$ cat config.mk
export PLATFORM = sky130hd
export DESIGN_NAME = scan_seq_top
export DESIGN_NICKNAME = d
export VERILOG_FILES = /design/src/rtl/scan_seq_pkg.sv /design/src/rtl/scan_cut_logic.sv /design/src/rtl/scan_seq_ctrl.sv /design/src/rtl/scan_seq_dp.sv /design/src/rtl/scan_seq_top.sv
export SDC_FILE = /design/constraint.sdc
export NUM_CORES = 1
export LEC_CHECK = 0
export BUFFER_PORTS_ARGS = -buffer_cell sky130_fd_sc_hd__buf_2
export CORE_UTILIZATION = 45
export CTS_CLUSTER_DIAMETER = 60
export DETAILED_ROUTE_END_ITERATION = 8
export PLACE_DENSITY_LB_ADDON = 0.15
export SYNTH_ARGS = -nofsm -noshare
export SYNTH_HDL_FRONTEND = slang
export SYNTH_SLANG_ARGS = --single-unit
$ cat constraint.sdc
create_clock -name clk -period 2.65 [get_ports clk]
set_clock_uncertainty 0.15 [all_clocks]
set_input_delay 0.1325 -clock clk [delete_from_list [all_inputs] [get_ports clk]]
set_output_delay 0.1325 -clock clk [all_outputs]
set_load 0.005 [all_outputs]
$ cat src/rtl/scan_seq_pkg.sv
package scan_seq_pkg;

  typedef enum logic [1:0] {
    ST_IDLE  = 2'd0,
    ST_SHIFT = 2'd1,
    ST_CAPT  = 2'd2
  } seqState_t;

  // Strobes from the sequencer to the chain datapath
  typedef struct packed {
    logic shiftEn;   // scan enable: chain moves one place
    logic captureEn; // functional capture clock
    logic cmpEn;     // compare scanOut against expIn this cycle
    logic clrMis;    // clear the sticky mismatch flag
  } scanStrobe_t;

endpackage

$ cat src/rtl/scan_cut_logic.sv
module scan_cut_logic #(
  parameter int WIDTH = 8
) (
  input  logic [WIDTH-1:0] cellQ,
  input  logic             faultEn,
  output logic [WIDTH-1:0] funcOut
);

  for (genvar i = 0; i < WIDTH; i++) begin : g_node
    logic node;
    assign node = cellQ[(i + 1) % WIDTH] ^ (cellQ[i] & cellQ[(i + 2) % WIDTH]);
    if (i == 0) begin : g_fault
      assign funcOut[i] = node ^ faultEn;
    end else begin : g_clean
      assign funcOut[i] = node;
    end
  end

endmodule

$ cat src/rtl/scan_seq_ctrl.sv
module scan_seq_ctrl
  import scan_seq_pkg::*;
#(
  parameter int CHAIN_LEN = 8,
  parameter int PATTERNS  = 4
) (
  input  logic        clk,
  input  logic        rst,
  input  logic        start,
  output scanStrobe_t str,
  output logic        done
);

  localparam int BIT_W = (CHAIN_LEN > 1) ? $clog2(CHAIN_LEN) : 1;
  localparam int PAT_W = $clog2(PATTERNS + 1) + 1;

  seqState_t        state;
  logic [BIT_W-1:0] bitCnt;
  logic [PAT_W-1:0] patCnt;
  logic             lastBit;
  logic             lastPat;

  assign lastBit = (bitCnt == BIT_W'(CHAIN_LEN - 1));
  assign lastPat = (patCnt == PAT_W'(PATTERNS));

  always_ff @(posedge clk) begin
    if (rst) begin
      state  <= ST_IDLE;
      bitCnt <= '0;
      patCnt <= '0;
      done   <= 1'b0;
    end else begin
      done <= 1'b0;
      unique case (state)
        ST_IDLE: begin
          if (start) begin
            state  <= ST_SHIFT;
            bitCnt <= '0;
            patCnt <= '0;
          end
        end
        ST_SHIFT: begin
          if (lastBit) begin
            bitCnt <= '0;
            if (lastPat) begin
              state  <= ST_IDLE;
              patCnt <= '0;
              done   <= 1'b1;
            end else begin
              state <= ST_CAPT;
            end
          end else begin
            bitCnt <= bitCnt + 1'b1;
          end
        end
        ST_CAPT: begin
          patCnt <= patCnt + 1'b1;
          state  <= ST_SHIFT;
        end
        default: state <= ST_IDLE;
      endcase
    end
  end

  always_comb begin
    str.shiftEn   = (state == ST_SHIFT);
    str.captureEn = (state == ST_CAPT);
    str.cmpEn     = (state == ST_SHIFT) && (patCnt != '0);
    str.clrMis    = (state == ST_IDLE) && start;
  end

  AST_SHIFT_CAPT_EXCL: assert property (@(posedge clk) disable iff (rst)
    !(str.shiftEn && str.captureEn));
  AST_ONE_CAPTURE: assert property (@(posedge clk) disable iff (rst)
    str.captureEn |=> (!str.captureEn && str.shiftEn));
  AST_CAPT_AFTER_SHIFT: assert property (@(posedge clk) disable iff (rst)
    str.captureEn |-> $past(str.shiftEn));
  AST_DONE_PULSE: assert property (@(posedge clk) disable iff (rst)
    done |=> !done);
  AST_DONE_AFTER_SHIFT: assert property (@(posedge clk) disable iff (rst)
    done |-> ($past(str.shiftEn) && !str.shiftEn && !str.captureEn));
  AST_RESET_IDLE: assert property (@(posedge clk)
    rst |=> (!str.shiftEn && !str.captureEn && !done));
  AST_NO_CMP_FIRST: assert property (@(posedge clk) disable iff (rst)
    $rose(str.shiftEn) && !$past(str.captureEn) |-> !str.cmpEn);

endmodule

$ cat src/rtl/scan_seq_dp.sv
module scan_seq_dp
  import scan_seq_pkg::*;
#(
  parameter int CHAIN_LEN = 8
) (
  input  logic        clk,
  input  logic        rst,
  input  scanStrobe_t str,
  input  logic        scanIn,
  input  logic        expIn,
  input  logic        faultEn,
  output logic        scanOut,
  output logic        mismatch
);

  logic [CHAIN_LEN-1:0] cellQ;
  logic [CHAIN_LEN-1:0] funcOut;
  logic [CHAIN_LEN-1:0] chainIn;

  scan_cut_logic #(.WIDTH(CHAIN_LEN)) u_cut (
    .cellQ   (cellQ),
    .faultEn (faultEn),
    .funcOut (funcOut)
  );

  // One mux-D scan cell per chain position
  for (genvar i = 0; i < CHAIN_LEN; i++) begin : g_cell
    logic cellD;
    if (i == 0) begin : g_head
      assign chainIn[i] = scanIn;
    end else begin : g_body
      assign chainIn[i] = cellQ[i-1];
    end
    assign cellD = str.shiftEn ? chainIn[i] : funcOut[i];
    always_ff @(posedge clk) begin
      if (str.shiftEn || str.captureEn) cellQ[i] <= cellD;
    end
  end

  assign scanOut = cellQ[CHAIN_LEN-1];

  always_ff @(posedge clk) begin
    if (rst) begin
      mismatch <= 1'b0;
    end else if (str.clrMis) begin
      mismatch <= 1'b0;
    end else if (str.cmpEn && (scanOut != expIn)) begin
      mismatch <= 1'b1;
    end
  end

  AST_MIS_STICKY: assert property (@(posedge clk) disable iff (rst)
    (mismatch && !str.clrMis) |=> mismatch);
  AST_MIS_CLEAR: assert property (@(posedge clk) disable iff (rst)
    str.clrMis |=> !mismatch);
  AST_MIS_ONLY_CMP: assert property (@(posedge clk) disable iff (rst)
    $rose(mismatch) |-> $past(str.cmpEn));

endmodule

$ cat src/rtl/scan_seq_top.sv
module scan_seq_top
  import scan_seq_pkg::*;
#(
  parameter int CHAIN_LEN = 8,
  parameter int PATTERNS  = 4
) (
  input  logic clk,
  input  logic rst,
  input  logic start,
  input  logic scanIn,
  input  logic expIn,
  input  logic faultEn,
  output logic scanOut,
  output logic done,
  output logic mismatch
);

  scanStrobe_t str;

  scan_seq_ctrl #(.CHAIN_LEN(CHAIN_LEN), .PATTERNS(PATTERNS)) u_ctrl (
    .clk   (clk),
    .rst   (rst),
    .start (start),
    .str   (str),
    .done  (done)
  );

  scan_seq_dp #(.CHAIN_LEN(CHAIN_LEN)) u_dp (
    .clk      (clk),
    .rst      (rst),
    .str      (str),
    .scanIn   (scanIn),
    .expIn    (expIn),
    .faultEn  (faultEn),
    .scanOut  (scanOut),
    .mismatch (mismatch)
  );

endmodule

# Word-level counts from Yosys, hierarchy flattened
# Cells that the tools add are included.
# classes
n_addsub	2
eq_ne	8
n_mux	20
n_bitwise	19
reduce_logical	13
# op_table
operator	count
$mux W4	3
$pmux W4 S3	1
$mux W1	9
$xor A1 B1 Y1	9
$and A1 B1 Y1	8
$mux W2	3
$mux W3	2
$ne A2 B2 Y1 const B	3
$pmux W2 S3	1
$pmux W3 S2	1
$add A4 B1 Y4 const B	1
$eq A4 B3 Y1 const B	1
$reduce_and A2 Y1	2
$reduce_and A4 Y1	1
$reduce_bool A4 Y1	1
$add A3 B1 Y3 const B	1
$eq A3 B3 Y1 const B	1
$logic_and A1 B1 Y1	3
$reduce_bool A3 Y1	1
$reduce_or A3 Y1	1
$eq A2 B1 Y1 const B	1
$eq A2 B2 Y1 const B	1
$logic_not A2 Y1	1
$not A1 Y1	2
4 further kinds	4
# word_totals
ff_bits	19
out_inout_bits	3
word_cells	75

# Logic depth before layout (Yosys ltp)
# logic_depth
depth_word	4
depth_mapped	6
ltp_nobuf	6

# Hierarchy
# Synthesis repeated with hierarchy kept, for this count alone.
# unflattened
hier_cells	104
hier_area_um2	1098.6
# by_module_without_submodules
module	n_inst	cells_each	area_each_um2	seq_area_each_um2
scan_seq_ctrl	1	57	510.5	200.2
scan_seq_dp	1	23	426.7	260.2
scan_cut_logic	1	24	161.4	0.0

# Worst setup path after synthesis
# No wires, ideal clock.
# synth_path
path_kind	register -> register
startpoint	register u_ctrl.state[0]
endpoint	register u_ctrl.patCnt[3]
setup_ps	130
arrival_ps	1515
setup_slack_ps	855
stages_incl_launch_ff	7
n_path_buf	0
cell_sequence	dfxtp_1 > inv_1 > ha_1 > and2b_4 > a2111oi_4 > a21boi_1 > o32ai_1
# synth_via
elab_chain_len	3
# synth_lines
element	line	rtl
from (decl)	scan_seq_ctrl.sv:17	seqState_t state;
from (signal assigned)	scan_seq_ctrl.sv:28	state <= ST_IDLE;
from (signal assigned)	scan_seq_ctrl.sv:37	state <= ST_SHIFT;
from (signal assigned)	scan_seq_ctrl.sv:46	state <= ST_IDLE;
$eq A2 B1 Y1, or another cell as far along	scan_seq_ctrl.sv:34	unique case (state)
$ne A2 B2 Y1 (no line) / $reduce_bool A3 Y1 (equally long branches)	n/a	
$reduce_and A4 Y1 (no line)	n/a	
to (signal assigned)	scan_seq_ctrl.sv:57	patCnt <= patCnt + 1'b1;
to (decl)	scan_seq_ctrl.sv:19	logic [PAT_W-1:0] patCnt;
# Several ways; a longest one is shown, not always the timed one.
# A chain may end at the register's enable or synchronous reset.

# Worst setup path after layout
# layout_path
startpoint	register u_ctrl.state[0]
endpoint	register u_ctrl.patCnt[2]
# Same word-level chain as after synthesis.

==> metrics.txt <==
# TYPE chip_impl_metric gauge
chip_impl_info{name="status",value="finished, final reports clean"} 1
chip_impl_metric{name="syn_area",unit="sq um"} 1060
chip_impl_metric{name="swShare",unit=""} 0.384
chip_impl_metric{name="placed_area",unit="sq um"} 1130
chip_impl_metric{name="route.final.wire_length",unit="mm"} 1.76
chip_impl_metric{name="grt_first_pass_wirelength",unit="mm"} 3.02
chip_impl_metric{name="worst_ep_arrival_time",unit="ns"} 1.98
chip_impl_info{name="synth_area_leader_cell",value="sky130_fd_sc_hd__edfxtp_1"} 1
chip_impl_metric{name="grtUsageTotal",unit=""} 0.158
chip_impl_metric{name="post_synth_num_cell_types",unit=""} 29
chip_impl_metric{name="max_freq",unit="MHz"} 512
chip_impl_metric{name="globalRouteOverflowTotal",unit=""} 0
chip_impl_info{name="min_delay_worst_endpoint",value="u_ctrl.bitCnt[1]$_SDFFE_PP0P_"} 1
chip_impl_info{name="crit_path_start_kind",value="register"} 1
chip_impl_metric{name="postSynthNetCount",unit=""} 125
chip_impl_info{name="min-delay-path-class",value="in -> reg"} 1
chip_impl_metric{name="layout_worst_path_cycle_share",unit=""} 0.737
chip_impl_info{name="r2r_end",value="u_ctrl.patCnt[2]$_SDFFE_PP0P_"} 1
chip_impl_info{name="crit_end_category",value="register"} 1
chip_impl_metric{name="timing.critical_path.fanout_max",unit=""} 7
chip_impl_metric{name="place_congestion",unit=""} 0.797
chip_impl_metric{name="clkSlewWorstSetupHoldPaths",unit="ns"} 0.10
chip_impl_info{name="hold_path.startpoint",value="rst"} 1
chip_impl_metric{name="critical_path.max_stage_delay",unit="ns"} 0.47
chip_impl_metric{name="place.detailed.hpwl",unit="mm"} 1.31
chip_impl_metric{name="detail_routed_net_length_per_standard_cell",unit="um"} 11.6
chip_impl_metric{name="dieWidth",unit="um"} 50.6
chip_impl_info{name="worst-setup-path-type",value="reg -> reg"} 1
chip_impl_metric{name="layout-area-overhead-vs-synth",unit="%"} 11.1
chip_impl_metric{name="num_vias",unit=""} 784
chip_impl_metric{name="final_number_of_max_transition_violations",unit=""} 0
chip_impl_info{name="grt_setup_unrepaired",value="no"} 1
chip_impl_metric{name="power_switching",unit="mW"} 0.456
chip_impl_metric{name="finalInstanceArea",unit="sq um"} 1180
chip_impl_metric{name="drv_cap",unit=""} 0
chip_impl_metric{name="cts_inserted_buffers",unit=""} 3
chip_impl_metric{name="clock_path_buffers",unit=""} 2
chip_impl_metric{name="worst_ep_required_time",unit="ns"} 2.68
chip_impl_metric{name="worst_slew_pin_slew",unit="ns"} 0.438
chip_impl_metric{name="fin_util",unit=""} 0.533
chip_impl_metric{name="synth.ff_latch_count",unit=""} 19
chip_impl_info{name="cts_tree",value="done"} 1
chip_impl_metric{name="number_of_antenna_violations_at_the_first_check_in_global_routing",unit=""} 0
chip_impl_metric{name="min_path_cells",unit=""} 2
chip_impl_metric{name="synth-xor-area-share",unit=""} 0.0824
chip_impl_metric{name="number_of_standard_cells_after_synthesis",unit=""} 111
chip_impl_info{name="worst_r2r_startpoint",value="u_ctrl.state[0]$_SDFFE_PP0P_"} 1
chip_impl_metric{name="die_area",unit="sq um"} 2560
chip_impl_metric{name="placement_rows",unit=""} 17
chip_impl_metric{name="synth_warnings",unit=""} 0
chip_impl_metric{name="clock_sink_count",unit=""} 19
chip_impl_metric{name="final.setup.tns",unit="ns"} 0
chip_impl_metric{name="hold_violations",unit=""} 0
chip_impl_metric{name="synth-simple-area-share",unit=""} 0.187
chip_impl_metric{name="post_synth_top_area_share",unit=""} 0.226
chip_impl_metric{name="num_io_pins",unit=""} 9
chip_impl_metric{name="die_h",unit="um"} 50.6
chip_impl_metric{name="fin_crit_period",unit="ns"} 1.95
chip_impl_metric{name="antenna_nets_post_route",unit=""} 0
chip_impl_metric{name="antenna_cells_inserted",unit=""} 0
chip_impl_metric{name="power.static_leakage",unit="nW"} 0.449
chip_impl_metric{name="detail_route.drc_violations",unit=""} 0
chip_impl_metric{name="floorplan.initialDensity",unit=""} 0.480
chip_impl_metric{name="slew-limit-headroom",unit=""} 0.708
chip_impl_metric{name="internal-power",unit="mW"} 0.732
chip_impl_metric{name="post_drt_via_cell_ratio",unit=""} 5.19
chip_impl_metric{name="io_buffer_count",unit=""} 8
chip_impl_metric{name="design.final.nets",unit=""} 138
chip_impl_metric{name="synth_mux_area_frac",unit=""} 0.0188
chip_impl_info{name="netlist_top_cells_area",value="sky130_fd_sc_hd__edfxtp_1, sky130_fd_sc_hd__dfxtp_1, sky130_fd_sc_hd__ha_1"} 1
chip_impl_info{name="sequence_of_cells_on_the_critical_path",value="inv_1 > ha_1 > and2b_4 > a2111oi_4 > a21boi_1 > o32ai_1"} 1
chip_impl_metric{name="clk_latency_worst_skew_pair",unit="ns"} 0.29
chip_impl_metric{name="firstDrtPassIters",unit=""} 4
chip_impl_metric{name="pwr-share-clk",unit=""} 0.121
chip_impl_metric{name="finalSetupViolations",unit=""} 0
chip_impl_info{name="cpLargestDelayFamily",value="compound AO/OA/AOI/OAI gates"} 1
chip_impl_metric{name="power_frac_comb",unit=""} 0.417
chip_impl_metric{name="detailedRoute.firstIterationViolations",unit=""} 10
chip_impl_metric{name="critPathBufInv",unit=""} 1
chip_impl_metric{name="synth_adder_area_share",unit=""} 0.0942
chip_impl_info{name="cpMaxStageDelayCell",value="sky130_fd_sc_hd__a2111oi_4"} 1
chip_impl_metric{name="ff2ff_setup_slack",unit="ns"} 0.70
chip_impl_metric{name="worst_r2r_path_depth",unit=""} 6
chip_impl_metric{name="grt_start_max_net_pins",unit=""} 24
chip_impl_info{name="clockRootBuffer",value="sky130_fd_sc_hd__clkbuf_4"} 1
chip_impl_metric{name="synth-seq-area-share",unit=""} 0.433
chip_impl_metric{name="power.ir.vdd_worst",unit="uV"} 550
chip_impl_metric{name="share_of_total_power_in_sequential_cells",unit=""} 0.462
chip_impl_metric{name="compound_cell_area_share_of_the_yosys_netlist",unit=""} 0.148
chip_impl_metric{name="first_global_vias",unit=""} 731
chip_impl_metric{name="cts.htree.levels",unit=""} 1
chip_impl_info{name="synth_top_family_by_area",value="simple AND/OR/NAND/NOR gates"} 1
chip_impl_metric{name="p_per_area",unit="nW/um^2"} 1010
chip_impl_metric{name="core_area",unit="sq um"} 2210
chip_impl_metric{name="layout-drive-gt1-share",unit=""} 0.130
chip_impl_metric{name="post_synth.cell_area_avg",unit="sq um"} 9.57
cell families after synthesis:
kind of cell | count (synthesis)
fa+ha+maj | 8
buf+inv | 10
mux | 2
flops | 19
xor+xnor | 10
simple gates | 40
compound gates | 22
repair_timing:
item                      4_1_cts  5_1_grt
hold buffers                    2        0
setup buffers                   0        0
gates resized for setup         0        0
hold endpoints to repair        2        0
flip-flops by register name (all words and copies together), names as in the netlist:
register,flops
u_ctrl.bitCnt,3
u_dp.scanOut,1
u_dp.cellQ,7
u_ctrl.patCnt,4
u_dp.mismatch,1
u_ctrl.done,1
u_ctrl.state,2
cell usage after synthesis, drive strengths merged:
cell type  count
a2111oi        1
a211oi         1
a21boi         2
a21oi          2
a22oi          1
a31oi          1
a32oi          1
and2b          2
clkbuf         3
dfxtp         11
edfxtp         8
ha             8
inv            7
mux2i          2
nand2         18
nand2b         2
nand3          5
nand3b         1
nor2           8
nor3           1
nor3b          1
o21ai         10
o31ai          1
o32ai          2
or3            2
xnor2          2
xor2           8
per-stage QoR:
| stage | cells | power, mW | setup slack, ns | hold slack, ns |
|---|---|---|---|---|
| 6_report | 151 | 1.19 | 0.698 | 0.0276 |
| 5_1_grt | 151 | 1.28 | 0.576 | 0.0394 |
| 4_1_cts | 151 | 1.20 | 0.696 | 0.0245 |
| 3_5_place_dp | 145 | 1.05 | 0.739 | 0.206 |
| 3_3_place_gp | 145 | 1.04 | 0.744 | 0.207 |
| 2_1_floorplan | 111 | 0.940 | 0.855 | 0.0830 |
routing by layer:
layer	wire length, um	global-route usage	up-vias
li1	-	-	406
met1	880	0.197	368
met2	807	0.249	8
met3	49	0.0394	2
met4	17	0.0880	0
met5	0	0	-
placed cells by master, fill, tap and decap left out, types with 2 or more instances in the layout:
master                           n
sky130_fd_sc_hd__ha_1            8
sky130_fd_sc_hd__nand3_1         5
sky130_fd_sc_hd__nor2_1          8
sky130_fd_sc_hd__edfxtp_1        8
sky130_fd_sc_hd__dlygate4sd3_1   2
sky130_fd_sc_hd__o32ai_1         2
sky130_fd_sc_hd__mux2i_1         2
sky130_fd_sc_hd__dfxtp_1        11
sky130_fd_sc_hd__xnor2_1         2
sky130_fd_sc_hd__xor2_1          8
sky130_fd_sc_hd__o21ai_0        10
sky130_fd_sc_hd__a21oi_1         2
sky130_fd_sc_hd__buf_2           8
sky130_fd_sc_hd__inv_1           7
sky130_fd_sc_hd__a21boi_1        2
sky130_fd_sc_hd__clkbuf_4        3
sky130_fd_sc_hd__nand2_1        18
sky130_fd_sc_hd__nand2b_1        2
cell type report:
type	count	area (sq um)
Clock buffer	4	26.3
Fill cell	215	1030
Inverter	7	26.3
Multi-Input combinational cell	82	564
Sequential cell	19	460
Tap cell	28	35.0
Timing Repair Buffer	11	67.6
worst max path at each step:
stage	from	endpoint	slack, ns	depth (start not counted)
4_1_cts	u_ctrl.bitCnt[0]$_SDFFE_PP0P_	u_ctrl.patCnt[3]$_SDFFE_PP0P_	0.70	6
2_1_floorplan	u_ctrl.state[0]$_SDFFE_PP0P_	u_ctrl.patCnt[3]$_SDFFE_PP0P_	0.85	6
6_report	u_ctrl.state[0]$_SDFFE_PP0P_	u_ctrl.patCnt[2]$_SDFFE_PP0P_	0.70	6
3_5_place_dp	u_ctrl.state[0]$_SDFFE_PP0P_	u_ctrl.patCnt[2]$_SDFFE_PP0P_	0.74	6
3_3_place_gp	u_ctrl.bitCnt[0]$_SDFFE_PP0P_	u_ctrl.patCnt[2]$_SDFFE_PP0P_	0.74	6
5_1_grt	u_ctrl.state[0]$_SDFFE_PP0P_	u_ctrl.patCnt[3]$_SDFFE_PP0P_	0.58	6
power by group through the flow:
stage	clock network, mW	logic (mW)	registers [mW]
2_1_floorplan	0	0.404	0.536
3_3_place_gp	0	0.479	0.556
3_5_place_dp	0	0.493	0.558
4_1_cts	0.147	0.499	0.552
5_1_grt	0.157	0.556	0.566
6_report	0.144	0.495	0.549
Note: power is estimated with default switching activity, not from simulation.
